`src/rtl/irq_pkg.sv`:
```
package irq_pkg;
    typedef enum logic {
        SRC_LATCHED = 1'b0,
        SRC_LEVEL   = 1'b1
    } src_kind_e;
endpackage

```
`src/rtl/irq_flag_bank.sv`:
```
module irq_flag_bank
    import irq_pkg::*;
#(
    parameter int NUM_SRC = 8,
    parameter logic [NUM_SRC-1:0] LEVEL_MASK = '0
) (
    input  logic               clk,
    input  logic               rst_n,
    input  logic [NUM_SRC-1:0] src_in,
    input  logic [NUM_SRC-1:0] sw_clr,
    input  logic [NUM_SRC-1:0] hw_clr,
    output logic [NUM_SRC-1:0] pend_raw
);
    typedef struct packed {
        logic [NUM_SRC-1:0] flag;
    } bank_t;

    bank_t bank_d, bank_q;

    always_comb begin
        bank_d = bank_q;
        for (int i = 0; i < NUM_SRC; i++) begin
            if (src_kind_e'(LEVEL_MASK[i]) == SRC_LEVEL) begin
                bank_d.flag[i] = 1'b0;
            end else if (src_in[i]) begin
                bank_d.flag[i] = 1'b1;
            end else if (sw_clr[i] || hw_clr[i]) begin
                bank_d.flag[i] = 1'b0;
            end
        end
    end

    always_ff @(posedge clk or negedge rst_n) begin
        if (!rst_n) bank_q <= '0;
        else        bank_q <= bank_d;
    end

    for (genvar g = 0; g < NUM_SRC; g++) begin : g_src
        if (LEVEL_MASK[g]) begin : g_level
            assign pend_raw[g] = src_in[g];
        end else begin : g_latched
            assign pend_raw[g] = bank_q.flag[g];
        end
    end
endmodule

```
`src/rtl/irq_prio_enc.sv`:
```
module irq_prio_enc #(
    parameter int NUM_SRC = 8,
    localparam int VEC_W = (NUM_SRC > 1) ? $clog2(NUM_SRC) : 1
) (
    input  logic [NUM_SRC-1:0] req,
    output logic               any,
    output logic [VEC_W-1:0]   idx,
    output logic [NUM_SRC-1:0] onehot
);
    always_comb begin
        any    = 1'b0;
        idx    = '0;
        onehot = '0;
        for (int i = NUM_SRC - 1; i >= 0; i--) begin
            if (req[i]) begin
                any = 1'b1;
                idx = VEC_W'(i);
            end
        end
        if (any) onehot[idx] = 1'b1;
    end
endmodule

```
`src/rtl/prio_irq_ctrl.sv`:
```
module prio_irq_ctrl
    import irq_pkg::*;
#(
    parameter int NUM_SRC = 8,
    parameter logic [NUM_SRC-1:0] LEVEL_MASK = 8'b1100_0000,
    localparam int VEC_W = (NUM_SRC > 1) ? $clog2(NUM_SRC) : 1
) (
    input  logic               clk,
    input  logic               rst_n,
    input  logic [NUM_SRC-1:0] src_in,
    input  logic [NUM_SRC-1:0] src_en,
    input  logic [NUM_SRC-1:0] flag_clr,
    input  logic               gie_set,
    input  logic               gie_clr,
    input  logic               ack,
    input  logic               reti,
    input  logic               retired,
    output logic               irq_req,
    output logic [VEC_W-1:0]   irq_vec,
    output logic [VEC_W-1:0]   taken_vec,
    output logic               gie,
    output logic [NUM_SRC-1:0] flags
);
    typedef struct packed {
        logic             gie;
        logic             hold;
        logic [VEC_W-1:0] taken;
    } ctl_t;

    ctl_t ctl_d, ctl_q;

    logic [NUM_SRC-1:0] pend_raw;
    logic [NUM_SRC-1:0] pend_en;
    logic [NUM_SRC-1:0] win_onehot;
    logic [NUM_SRC-1:0] hw_clr;
    logic               win_any;
    logic [VEC_W-1:0]   win_idx;
    logic               take;

    irq_flag_bank #(
        .NUM_SRC   (NUM_SRC),
        .LEVEL_MASK(LEVEL_MASK)
    ) u_bank (
        .clk     (clk),
        .rst_n   (rst_n),
        .src_in  (src_in),
        .sw_clr  (flag_clr),
        .hw_clr  (hw_clr),
        .pend_raw(pend_raw)
    );

    assign pend_en = pend_raw & src_en;

    irq_prio_enc #(
        .NUM_SRC(NUM_SRC)
    ) u_enc (
        .req   (pend_en),
        .any   (win_any),
        .idx   (win_idx),
        .onehot(win_onehot)
    );

    assign irq_req = win_any && ctl_q.gie && !ctl_q.hold && !gie_clr;
    assign take    = irq_req && ack;
    assign hw_clr  = take ? win_onehot : '0;

    always_comb begin
        ctl_d = ctl_q;
        if (gie_set || reti) ctl_d.gie = 1'b1;
        if (gie_clr || take) ctl_d.gie = 1'b0;
        if (reti)            ctl_d.hold = 1'b1;
        else if (retired)    ctl_d.hold = 1'b0;
        if (take)            ctl_d.taken = win_idx;
    end

    always_ff @(posedge clk or negedge rst_n) begin
        if (!rst_n) ctl_q <= '0;
        else        ctl_q <= ctl_d;
    end

    assign irq_vec   = win_idx;
    assign taken_vec = ctl_q.taken;
    assign gie       = ctl_q.gie;
    assign flags     = pend_raw;
endmodule

```
`config.mk`:
```
export PLATFORM = sky130hd
export DESIGN_NAME = prio_irq_ctrl
export DESIGN_NICKNAME = d
export VERILOG_FILES = /design/src/rtl/irq_pkg.sv /design/src/rtl/irq_flag_bank.sv /design/src/rtl/irq_prio_enc.sv /design/src/rtl/prio_irq_ctrl.sv
export SDC_FILE = /design/constraint.sdc
export NUM_CORES = 1
export LEC_CHECK = 0
export ABC_CLOCK_PERIOD_IN_PS = 1900
export BUFFER_PORTS_ARGS = -buffer_cell sky130_fd_sc_hd__buf_2
export CORE_MARGIN = 10
export CORE_UTILIZATION = 40
export DETAILED_ROUTE_END_ITERATION = 10
export GPL_TIMING_DRIVEN = 0
export PLACE_DENSITY = 0.78
export SLEW_MARGIN = 20
export SYNTH_ARGS = -nofsm -noshare
export SYNTH_HDL_FRONTEND = slang
export SYNTH_SLANG_ARGS = --single-unit
```
`constraint.sdc`:
```
create_clock -name clk -period 1.9 [get_ports clk]
set_input_delay 0.19 -clock clk [delete_from_list [all_inputs] [get_ports clk]]
set_output_delay 0.19 -clock clk [all_outputs]
set_load 0.02 [all_outputs]
```
==> results.md <==
- Post-synth EDFFs: 0
- Cell breakdown of the critical path: a22o_4 -> nor4_4 -> nor4b_1 -> buf_2
- ANT cells: 0
- Post-route ant nets: 0
- Worst skew pair latency: ~270 ps
- Max stage delay on crit path: roughly 440 ps
- Drt first pass iters: 5
- Reg2reg path depth: 4
- CP max FO: 5
- Leak Pwr: roughly 0.5 nW
- Met1 WL: roughly 860 um
- Worst R2R End: taken_vec[1]
- Simple-gate portion of the synthesized area: 0.2007
- Clk pin slew, worst setup/hold paths: around 70 ps
- Seq cells post-synth: 11
- Global-route wire length before repair: between 3 and 4 mm
- Post-synth top area share: 0.4015
- Initial Utilization: 0.4398
- Area fraction in compound gates after synthesis: 0.2774
- Dpl cell area: ~900 um2
- Main synth FF type: dfrtp_1
- Top cells by count, synth: dfrtp_1, a21oi_1, inv_1
- Clock root buffer: clkbuf_4
- Slew margin rel.: 0.7812
- R2R Path Start: u_bank.bank_q[4]
- Non-Filler Instances: 140
- PD cells: ~700 mW/mm2
- Placeable Area: between 0.0015 and 0.002 mm2
- Total GRT Usage: 0.1134
- Slew @ Worst Pin: 325.8 ps
- CP Data Required Time: roughly 1700 ps
- Clk buf depth: 2
- Final worst setup slack: ~70 ps
- Tcrit/Tclk final: 0.9632
- Post-Syn Nets: around 110
- Port Buffers: 44
- Yosys warns: 0
- Row cnt: 14
- Post-Syn Instances: 75
- Met2 Wirelength: between 1 and 1.5 mm
- Initial drt markers: 28
- Min-delay worst type: primary input to flip-flop
- Clk_skew: around 3.5 ps
- CTS Buf Count: 3
- Synthesized cell area: 685.7 um2
- Largest net degree at the start of global routing: 12
- Fraction of layout instances using a drive strength above 1: 0.5081
- Fraction of registers with async set/reset: 1.000
- Clk sinks: 11
- Dpl cells: 135
- Metal3 WL: roughly 250 um
- Routability-driven placement congestion ratio: between 0.7 and 0.8
- Worst vdd ir: approximately 0.0004 V
- # setup viols final: 0
- Final worst path period need: 1830 ps
- Routed vias: 765
- Initial antenna violation count: 0
- Capture point of the worst path: irq_req
- CP max stage cell: dfrtp_1
- Top-count cell post-synth: dfrtp_1
- Drt via density: 5.464
- Flop-to-flop setup slack: 270 ps
- DP HPWL: 1.840 mm
- CTS tree: done
- Top Layer Used: met4
- Fin area: about 1000 um2
- Layout Nets: between 150 and 200
- Area Growth Syn to Fin: 43.80%
- Io pins: 47
- Data arrival, critical path: around 1600 ps
- CTS H-Tree Depth: 1
- Startpoint Class: flip-flop
- Combinational family with the most area after synthesis: compound AO/OA/AOI/OAI gates
- GRT overflow: 0
- Vias in the first global route: about 800
- Critical Path Sink Type: output pin
- Synth top area cells: dfrtp_1, a21oi_1, buf_4, a22o_1, inv_1
- Seq/Total Area, Yosys: 0.4015
- Die Area: 0.003770 mm2
- Fmax: between 500 and 600 MHz
- Routed wire per std cell: ~16 um
- Place WS: around 240 ps
- Crit path launch: u_bank.bank_q[4]
- Syn avg cell area: between 9 and 10 um2
- Outcome: finished clean
- Synth area leader: dfrtp_1
- Unique masters post-synth: 24
- DRT Wirelength: roughly 2.3 mm
- Fin. max-slew vios: 0
- Die height: between 60 and 70 um
- Max Cap Viol: 0
- Power consumption: between 600 and 700 uW
- Synth Area in XOR/XNOR: 0
- Final Hold Viols: 0
- DR DRC count: 0
- Die Wd: between 60 and 70 um
- WS Path Type: flip-flop to output pin
- Mux contribution to synthesized area: 0.02190
- Synth Area in Adders: 0
- Setup TNS: 0 ps
[worst max-delay path, delay by kind of cell (launching register included)]
kind | cells | cell delay [ps]
flops | 1 | 440
buf+inv | 1 | 170
compound gates | 1 | 300
simple gates | 2 | 470
[power breakdown]
part,internal (mW),switching (mW)
Sequential,0.261,0.0245
Combinational,0.117,0.129
Clock,0.0812,0.0794
Total,0.459,0.233
[through the flow]
stage / hold slack, ps / util
6_report: 112.3 / 0.6324
4_1_cts: 109.0 / 0.6172
3_3_place_gp: 70.20 / 0.5939
2_1_floorplan: -105.6 / -
5_1_grt: 104.4 / 0.6324
3_5_place_dp: 75.08 / 0.5939
[timing repair]
action                                  in CTS  in global routing
hold endpoints to repair                    11                  0
buffers inserted                             0                  0
gates resized for setup                      0                  4
endpoints found under the setup margin       0                  2
hold buffers                                 1                  0
[worst min-delay path by stage]
stage                     startpoint               end  slack (ps)  cells past startpoint
after CTS                  src_in[0]  u_bank.bank_q[0]         110                      2
after global routing       src_in[1]  u_bank.bank_q[1]         100                      2
after detailed placement       rst_n      taken_vec[2]          80                      1
after global placement         rst_n      taken_vec[2]          70                      1
after floorplan                rst_n          ctl_q[3]        -110                      0
final                        gie_clr               gie         110                      2
[registers in the layout (all words and copies together) (netlist names)]
register / cells
gie: 1
ctl_q: 1
taken_vec: 3
u_bank.bank_q: 6
[routing by layer]
metal  up-vias  global-route usage
met1       344              0.1126
met3         6             0.04938
met5         -                   0
met2        40              0.2071
li1        375                   -
met4         0             0.03822
[cells by family after synthesis]
group | after synthesis
AOI/OAI and AO/OA | 26
and+or+nand+nor | 24
buffers and inverters | 13
DFF | 11
muxes | 1
[layout make-up]
type | instances | area, um2
buffer | 5 | 37.54
clock buffer | 4 | 26.28
fill | 148 | 573.1
inverter | 8 | 30.03
multi-input combinational | 51 | 366.6
sequential | 11 | 275.3
tap | 16 | 20.02
timing repair buffer | 45 | 230.2
[layout by cell type, fill, tap and decap left out]
cell type and n:
a21oi_1 10, clkbuf_1 1, a22o_4 3, a22o_1 2, mux2_4 1, buf_4 5
nor3_1 3, and4bb_2 1, nand3_1 2, a21o_1 1, nor4b_1 1, inv_1 8
dlygate4sd3_1 1, nor4_4 1, nand4_1 1, clkbuf_4 3, a32o_1 2, nand2b_1 2
dfrtp_1 11, nand2_1 6, a22oi_1 2, buf_2 44, o21ai_0 1, a31oi_2 1
nor2_2 1, nor2_1 6, a31o_2 3, o31ai_1 1
Power figures use the tool's default switching activity.
